**src/rtl/bl_pkg.sv**
```systemverilog
package bl_pkg;
  localparam int unsigned FRAME_W = 8;
  localparam int unsigned ADDR_W  = 3;
  localparam int unsigned DATA_W  = FRAME_W - ADDR_W;
  localparam int unsigned LVL_W   = DATA_W + 1;

  typedef enum logic [ADDR_W-1:0] {
    REG_RESOLUTION = 3'd0,
    REG_PHASE      = 3'd1,
    REG_DUTY       = 3'd2,
    REG_PWR_A      = 3'd3,
    REG_PWR_B      = 3'd4,
    REG_GPOUT      = 3'd5,
    REG_PIXCTL     = 3'd6,
    REG_POLARITY   = 3'd7
  } tc_reg_e;
endpackage

```
**src/rtl/bl_sync.sv**
```systemverilog
module bl_sync #(
  parameter int unsigned WIDTH   = 1,
  parameter int unsigned STAGES  = 2,
  parameter logic [WIDTH-1:0] RST_VAL = '0
) (
  input  logic             clk,
  input  logic             rst,
  input  logic [WIDTH-1:0] d_i,
  output logic [WIDTH-1:0] q_o
);
  logic [WIDTH-1:0] chain [STAGES];

  always_ff @(posedge clk) begin
    if (rst) begin
      for (int s = 0; s < STAGES; s++) chain[s] <= RST_VAL;
    end else begin
      chain[0] <= d_i;
      for (int s = 1; s < STAGES; s++) chain[s] <= chain[s-1];
    end
  end

  assign q_o = chain[STAGES-1];
endmodule

```
**src/rtl/bl_spi_rx.sv**
```systemverilog
module bl_spi_rx #(
  parameter int unsigned FRAME_W = 8
) (
  input  logic               clk,
  input  logic               rst,
  input  logic               sclk_s,
  input  logic               cs_n_s,
  input  logic               mosi_s,
  output logic               word_vld_o,
  output logic [FRAME_W-1:0] word_o
);
  localparam int unsigned CNT_W = $clog2(FRAME_W);
  localparam logic [CNT_W-1:0] LAST_BIT = CNT_W'(FRAME_W - 1);

  logic               sclk_d;
  logic               sclk_rise;
  logic [CNT_W-1:0]   bit_cnt;
  logic [FRAME_W-1:0] shreg;
  logic [FRAME_W-1:0] shreg_nxt;

  assign sclk_rise = sclk_s & ~sclk_d;
  assign shreg_nxt = {shreg[FRAME_W-2:0], mosi_s};

  always_ff @(posedge clk) begin
    if (rst) begin
      sclk_d     <= 1'b0;
      bit_cnt    <= '0;
      shreg      <= '0;
      word_vld_o <= 1'b0;
      word_o     <= '0;
    end else begin
      sclk_d     <= sclk_s;
      word_vld_o <= 1'b0;
      if (cs_n_s) begin
        bit_cnt <= '0;
      end else if (sclk_rise) begin
        shreg <= shreg_nxt;
        if (bit_cnt == LAST_BIT) begin
          bit_cnt    <= '0;
          word_o     <= shreg_nxt;
          word_vld_o <= 1'b1;
        end else begin
          bit_cnt <= bit_cnt + 1'b1;
        end
      end
    end
  end

  // a deselected port always restarts at the first bit
  a_r8_partial_dropped: assert property (@(posedge clk) disable iff (rst)
    cs_n_s |=> (bit_cnt == '0));
  // a committed word is only produced while selected
  a_r1_commit_selected: assert property (@(posedge clk) disable iff (rst)
    word_vld_o |-> !$past(cs_n_s));
endmodule

```
**src/rtl/bl_reg_bank.sv**
```systemverilog
module bl_reg_bank
  import bl_pkg::*;
#(
  parameter int unsigned FW = FRAME_W
) (
  input  logic             clk,
  input  logic             rst,
  input  logic             word_vld_i,
  input  logic [FW-1:0]    word_i,
  input  logic             msb_n_s,
  output logic [LVL_W-1:0] intensity_o,
  output logic             qres_o
);
  localparam logic [LVL_W-1:0] RST_LEVEL = LVL_W'(1) << DATA_W;

  tc_reg_e           addr;
  logic [DATA_W-1:0] data;

  assign addr = tc_reg_e'(word_i[FW-1 -: ADDR_W]);
  assign data = word_i[DATA_W-1:0];

  always_ff @(posedge clk) begin
    if (rst) begin
      intensity_o <= RST_LEVEL;
      qres_o      <= 1'b0;
    end else begin
      intensity_o[DATA_W] <= ~msb_n_s;
      if (word_vld_i) begin
        case (addr)
          REG_DUTY:       intensity_o[DATA_W-1:0] <= data;
          REG_RESOLUTION: qres_o <= (data != '0);
          default: ;
        endcase
      end
    end
  end

  a_r2_duty_write: assert property (@(posedge clk) disable iff (rst)
    (word_vld_i && addr == REG_DUTY) |=> (intensity_o[DATA_W-1:0] == $past(data)));
  a_r3_other_ignored: assert property (@(posedge clk) disable iff (rst)
    !(word_vld_i && addr == REG_DUTY) |=> $stable(intensity_o[DATA_W-1:0]));
  a_r4_res_mode: assert property (@(posedge clk) disable iff (rst)
    (word_vld_i && addr == REG_RESOLUTION) |=> (qres_o == ($past(data) != '0)));
  a_r5_msb_inverse: assert property (@(posedge clk) disable iff (rst)
    1'b1 |=> (intensity_o[DATA_W] == !$past(msb_n_s)));
endmodule

```
**src/rtl/bl_level_out.sv**
```systemverilog
module bl_level_out #(
  parameter int unsigned LW = 6
) (
  input  logic          clk,
  input  logic          rst,
  input  logic [LW-1:0] intensity_i,
  input  logic          pwr_s,
  output logic [LW-1:0] level_o,
  output logic          chg_o
);
  logic [LW-1:0] level_nxt;

  assign level_nxt = pwr_s ? intensity_i : '0;

  always_ff @(posedge clk) begin
    if (rst) begin
      level_o <= '0;
      chg_o   <= 1'b0;
    end else begin
      level_o <= level_nxt;
      chg_o   <= (level_nxt != level_o);
    end
  end

  a_r6_off_unpowered: assert property (@(posedge clk) disable iff (rst)
    !pwr_s |=> (level_o == '0));
  a_r6_follows_level: assert property (@(posedge clk) disable iff (rst)
    pwr_s |=> (level_o == $past(intensity_i)));
  a_r9_strobe_on_change: assert property (@(posedge clk) disable iff (rst)
    1'b1 |=> (chg_o == (level_o != $past(level_o))));
endmodule

```
**src/rtl/bl_serial_ctrl.sv**
```systemverilog
module bl_serial_ctrl
  import bl_pkg::*;
#(
  parameter int unsigned SYNC_STAGES = 2
) (
  input  logic             clk,
  input  logic             rst,
  input  logic             spi_sclk,
  input  logic             spi_cs_n,
  input  logic             spi_mosi,
  output logic             spi_miso,
  input  logic             lvl_msb_n_i,
  input  logic             bl_pwr_i,
  output logic [LVL_W-1:0] level_o,
  output logic             qres_o,
  output logic             level_chg_o
);
  localparam int unsigned NSYNC = 5;
  localparam logic [NSYNC-1:0] SYNC_RST = 5'b00010;

  logic [NSYNC-1:0]   raw_in, syn_in;
  logic               word_vld;
  logic [FRAME_W-1:0] word;
  logic [LVL_W-1:0]   intensity;

  assign raw_in   = {bl_pwr_i, lvl_msb_n_i, spi_mosi, spi_cs_n, spi_sclk};
  assign spi_miso = 1'b0;

  bl_sync #(.WIDTH(NSYNC), .STAGES(SYNC_STAGES), .RST_VAL(SYNC_RST)) u_sync (
    .clk(clk), .rst(rst), .d_i(raw_in), .q_o(syn_in));

  bl_spi_rx #(.FRAME_W(FRAME_W)) u_rx (
    .clk(clk), .rst(rst), .sclk_s(syn_in[0]), .cs_n_s(syn_in[1]),
    .mosi_s(syn_in[2]), .word_vld_o(word_vld), .word_o(word));

  bl_reg_bank #(.FW(FRAME_W)) u_regs (
    .clk(clk), .rst(rst), .word_vld_i(word_vld), .word_i(word),
    .msb_n_s(syn_in[3]), .intensity_o(intensity), .qres_o(qres_o));

  bl_level_out #(.LW(LVL_W)) u_out (
    .clk(clk), .rst(rst), .intensity_i(intensity), .pwr_s(syn_in[4]),
    .level_o(level_o), .chg_o(level_chg_o));
endmodule

```
**config.mk**
```make
export PLATFORM = sky130hd
export DESIGN_NAME = bl_serial_ctrl
export DESIGN_NICKNAME = d
export VERILOG_FILES = /design/src/rtl/bl_pkg.sv /design/src/rtl/bl_sync.sv /design/src/rtl/bl_spi_rx.sv /design/src/rtl/bl_reg_bank.sv /design/src/rtl/bl_level_out.sv /design/src/rtl/bl_serial_ctrl.sv
export SDC_FILE = /design/constraint.sdc
export NUM_CORES = 1
export LEC_CHECK = 0
export BUFFER_PORTS_ARGS = -buffer_cell sky130_fd_sc_hd__buf_2
export CELL_PAD_IN_SITES_DETAIL_PLACEMENT = 2
export CELL_PAD_IN_SITES_GLOBAL_PLACEMENT = 2
export CORE_MARGIN = 10
export CORE_UTILIZATION = 35
export CTS_BUF_LIST = sky130_fd_sc_hd__clkbuf_4 sky130_fd_sc_hd__clkbuf_8 sky130_fd_sc_hd__clkbuf_16
export DETAILED_ROUTE_END_ITERATION = 10
export GPL_TIMING_DRIVEN = 0
export PLACE_DENSITY_LB_ADDON = 0.12
export SETUP_SLACK_MARGIN = 0.15
export SYNTH_ARGS = -nofsm -noshare
export SYNTH_HDL_FRONTEND = slang
export SYNTH_SLANG_ARGS = --single-unit
```
**constraint.sdc**
```tcl
create_clock -name clk -period 1.8 [get_ports clk]
set_clock_uncertainty 0.05 [all_clocks]
set_input_delay 0.27 -clock clk [delete_from_list [all_inputs] [get_ports clk]]
set_output_delay 0.27 -clock clk [all_outputs]
set_load 0.02 [all_outputs]
```
==> run summary <==
The clock latency on the worst-skew pair is ~0.30 ns. The maximum VDD drop is 456.4 uV. The required time of the critical path is 1.93 ns. Clock-pin slew was measured on the worst setup and hold paths at roughly 0.090 ns.

The number of top-level design ports is 16. Compared with the post-synthesis result, the final layout area differs by 16.78%. The layout net count is between 200 and 250.

The DRC violation count after routing came out at 0. In this run, post-CTS hold repair placed 0 buffers. The starting density of the core is a little over a third. The cell depth of the worst min-delay path is 2.

The internal reg-to-reg setup slack came out at between 0.2 and 0.25 ns. The portion of the post-synthesis area used by sequential elements came out at 54.45%. The level count of the clock H-tree came out at 2. At the end of routability-driven placement, the weighted congestion stood at approximately 0.7. The number of pins with negative max-slew slack in the final report was 0. The final hold violation count came out at 0. The initial antenna violation count is 0. The remaining antenna violation count after routing came out at 0.

0 antenna diodes ended up in the layout. The worst-margin pin slew came out at roughly 0.53 ns. The height of the die came out at around 90 um. The synthesized flop and latch total is 44.

The critical path launch point type is a flip-flop. The count of buffers added on input and output ports is 14. The fraction of layout cells with a size suffix above 1 is a little under a fifth. The area of the core region came out at around 4400 um2. The run finished with clean final reports.

The floorplan step defined a die boundary enclosing 7741 um2. The startpoint identified for the worst register-to-register timing path is u_rx.bit_cnt[0]. Setup violations remaining at the end of the flow were counted as 0. Dividing the detail-routed wire length by the instance count gives approximately 16 um.

In the layout the commonest cells are sky130_fd_sc_hd__dfxtp_1, sky130_fd_sc_hd__nand2_1, sky130_fd_sc_hd__buf_2, sky130_fd_sc_hd__a21oi_1, sky130_fd_sc_hd__nor2_1. The number of nets in the synthesized netlist is 180. The setup slack at placement came out at roughly 0.15 ns. The first-pass GRT wire length is 6893 um. After detailed routing, the total wire length is around 3900 um. The worst slew slack as a fraction of its limit is roughly 65%.

Setup repair after global routing left no endpoint under its margin. The chip width is about 90 um. The maximum clock frequency is between 0.6 and 0.7 GHz. The synthesized area came out at approximately 1600 um2. The worst register-to-register path ends at u_rx.word_o[5]. The instance count of the mapped netlist came out at ~170. Entering global routing, the biggest net connects 15 pins.

Summed over all cells, the static leakage comes to ~0.72 nW. The first-pass detailed-route iteration total came out at 2. The startpoint of the most critical hold path is spi_cs_n. The commonest non-fill, non-tap cell in the layout is sky130_fd_sc_hd__dfxtp_1. The min-delay analysis places its worst path in the category in -> reg. TritonCTS built the clock tree. For the worst setup path, the data arrival time is roughly 1.7 ns.

Summing over every cut layer, the via total after detailed routing is 1260. The classification of the worst setup path is reg -> reg. The total number of placement rows came out at 24. The detailed placer's ending HPWL is 2883 um. In the routed layout, each cell is associated on average with a via count of ~5.1. The mean area per synthesized cell came out at 9.461 um2. The minimum period implied by the final worst setup slack is 1.597 ns. Adding up every negative setup slack in the final design gives 0 ns.

The worst setup path is captured at a flip-flop. The ratio of final minimum period to clock period came out at 88.72%. Buffers inserted during clock tree synthesis total 5.

The clock tree root buffer cell is sky130_fd_sc_hd__clkbuf_8. The violation count after the first detailed-routing iteration came out at a little over 60. The number of max-cap violations is 0. The count of different cell masters after synthesis is 30. The total track usage is roughly 11%. No sink is reached through more buffers than the 2 on the longest clock path.

The critical path starts at u_rx.bit_cnt[0]. The via count of the first global-routing pass came out at 1405. The count of synthesis-stage warnings from yosys came out at 0. The worst register-to-register path has a depth of 6. The least setup slack across all paths after layout is approximately 0.2 ns.

Counting every sink on the clock net gives between 40 and 50. The peak fanout along the critical path is 9. The capture endpoint of the worst hold path is u_sync.chain[0][1]. The total power per unit cell area came out at about 950 nW/um2. The total congestion overflow after global routing is 0.
synthesized netlist by cell type:
master                     number  area share (%)
sky130_fd_sc_hd__buf_2          4             1.2
sky130_fd_sc_hd__a311oi_1       1            0.54
sky130_fd_sc_hd__nor3b_2        1            0.77
sky130_fd_sc_hd__dfxtp_1       44              54
sky130_fd_sc_hd__xor2_1         3             1.6
sky130_fd_sc_hd__nand2_1       24             5.6
sky130_fd_sc_hd__nand4b_1       2             1.1
sky130_fd_sc_hd__conb_1         1            0.23
sky130_fd_sc_hd__nand2b_4       1            0.85
sky130_fd_sc_hd__and2_1         6             2.3
sky130_fd_sc_hd__nand3_1        3            0.93
sky130_fd_sc_hd__mux2i_1        7             4.3
sky130_fd_sc_hd__ha_1           2             1.5
sky130_fd_sc_hd__nor4b_1        1            0.54
sky130_fd_sc_hd__nor2_1        12             2.8
sky130_fd_sc_hd__a21oi_1       18             5.6
sky130_fd_sc_hd__nor2b_1       10             3.9
sky130_fd_sc_hd__o221ai_1       2             1.1
sky130_fd_sc_hd__a221o_1        1            0.62
sky130_fd_sc_hd__and4bb_2       1            0.77
sky130_fd_sc_hd__buf_4          1            0.46
sky130_fd_sc_hd__o21ai_0       10             3.1
sky130_fd_sc_hd__buf_6          1            0.70
sky130_fd_sc_hd__clkbuf_1       4            0.93
sky130_fd_sc_hd__o22ai_1        1            0.39
sky130_fd_sc_hd__or2_2          2            0.77
sky130_fd_sc_hd__nand2b_1       1            0.39
sky130_fd_sc_hd__nand3b_1       1            0.46
sky130_fd_sc_hd__nor3_1         5             1.5
sky130_fd_sc_hd__or3b_1         1            0.54
worst max-delay path: stages (launching register included):
cell and delay (ns):
sky130_fd_sc_hd__dfxtp_2 0.37, sky130_fd_sc_hd__ha_1 0.18, sky130_fd_sc_hd__ha_2 0.21, sky130_fd_sc_hd__or3b_1 0.38, sky130_fd_sc_hd__buf_6 0.16, sky130_fd_sc_hd__nand2_1 0.07, sky130_fd_sc_hd__a21oi_1 0.06
what timing repair did:
action,4_1_cts,5_1_grt
resized for setup,1,2
buffers inserted,0,2
endpoints found under the setup margin,8,8
stage by stage:
stage / util (%) / hold slack (ns) / power [mW] / instance area (um2) / std cells
floorplan: - / 0.3059 / 1.051 / 1618 / 171
detailed placement: 39.71 / 0.3184 / 1.075 / 1753 / 237
finish: 42.80 / 0.1071 / 1.802 / 1889 / 247
global placement: 39.71 / 0.3157 / 1.071 / 1753 / 237
CTS: 42.38 / 0.1007 / 1.827 / 1871 / 245
global route: 42.80 / 0.1088 / 1.885 / 1889 / 247
registers in the layout (all words and copies together), names as in the netlist:
register / count
u_rx.word_vld_o: 1
u_regs.qres_o: 1
u_sync.chain: 10
u_rx.word_o: 8
u_out.chg_o: 1
u_out.level_o: 6
u_rx.bit_cnt: 3
u_rx.shreg: 7
u_regs.intensity_o: 6
u_rx.sclk_d: 1
cell type report:
class	count	area, um2
Clock inverter	3	42.54
Clock buffer	5	68.82
Timing Repair Buffer	16	85.08
Multi-Input combinational cell	117	691.9
Sequential cell	44	882.1
Fill cell	498	2525
Tap cell	52	65.06
Buffer	10	53.80
how the worst max path moves through the flow:
stage,end,depth (start not counted)
final,u_rx.word_o[5],6
after global routing,u_rx.word_o[5],6
after CTS,u_rx.word_o[5],6
after detailed placement,u_rx.word_o[6],5
after global placement,u_rx.word_o[5],5
after floorplan,u_rx.word_o[0],6
layer usage:
metal	track usage (%)	vias to the layer above	share of wire [%]
met5	0	-	0
met4	4.638	0	1.9
met3	3.993	8	3.3
met2	19.18	16	50
met1	12.79	618	45
li1	-	618	-
report_power, final:
part           total, mW  switching [mW]  internal, mW
Sequential         0.992         0.00649         0.986
Combinational     0.0587          0.0363        0.0224
Clock              0.751           0.340         0.411
logic make-up after synthesis:
logic type | after synthesis | share of synthesized area (%)
flip-flops | 44 | 54.45
other | 1 | 0.2318
buffers and inverters | 10 | 3.326
AO/OA/AOI/OAI | 33 | 11.29
multiplexers | 7 | 4.331
XOR/XNOR | 3 | 1.624
AND/OR/NAND/NOR | 71 | 23.20
adder cells (fa/ha/maj) | 2 | 1.547
Power figures use the tool's default switching activity.
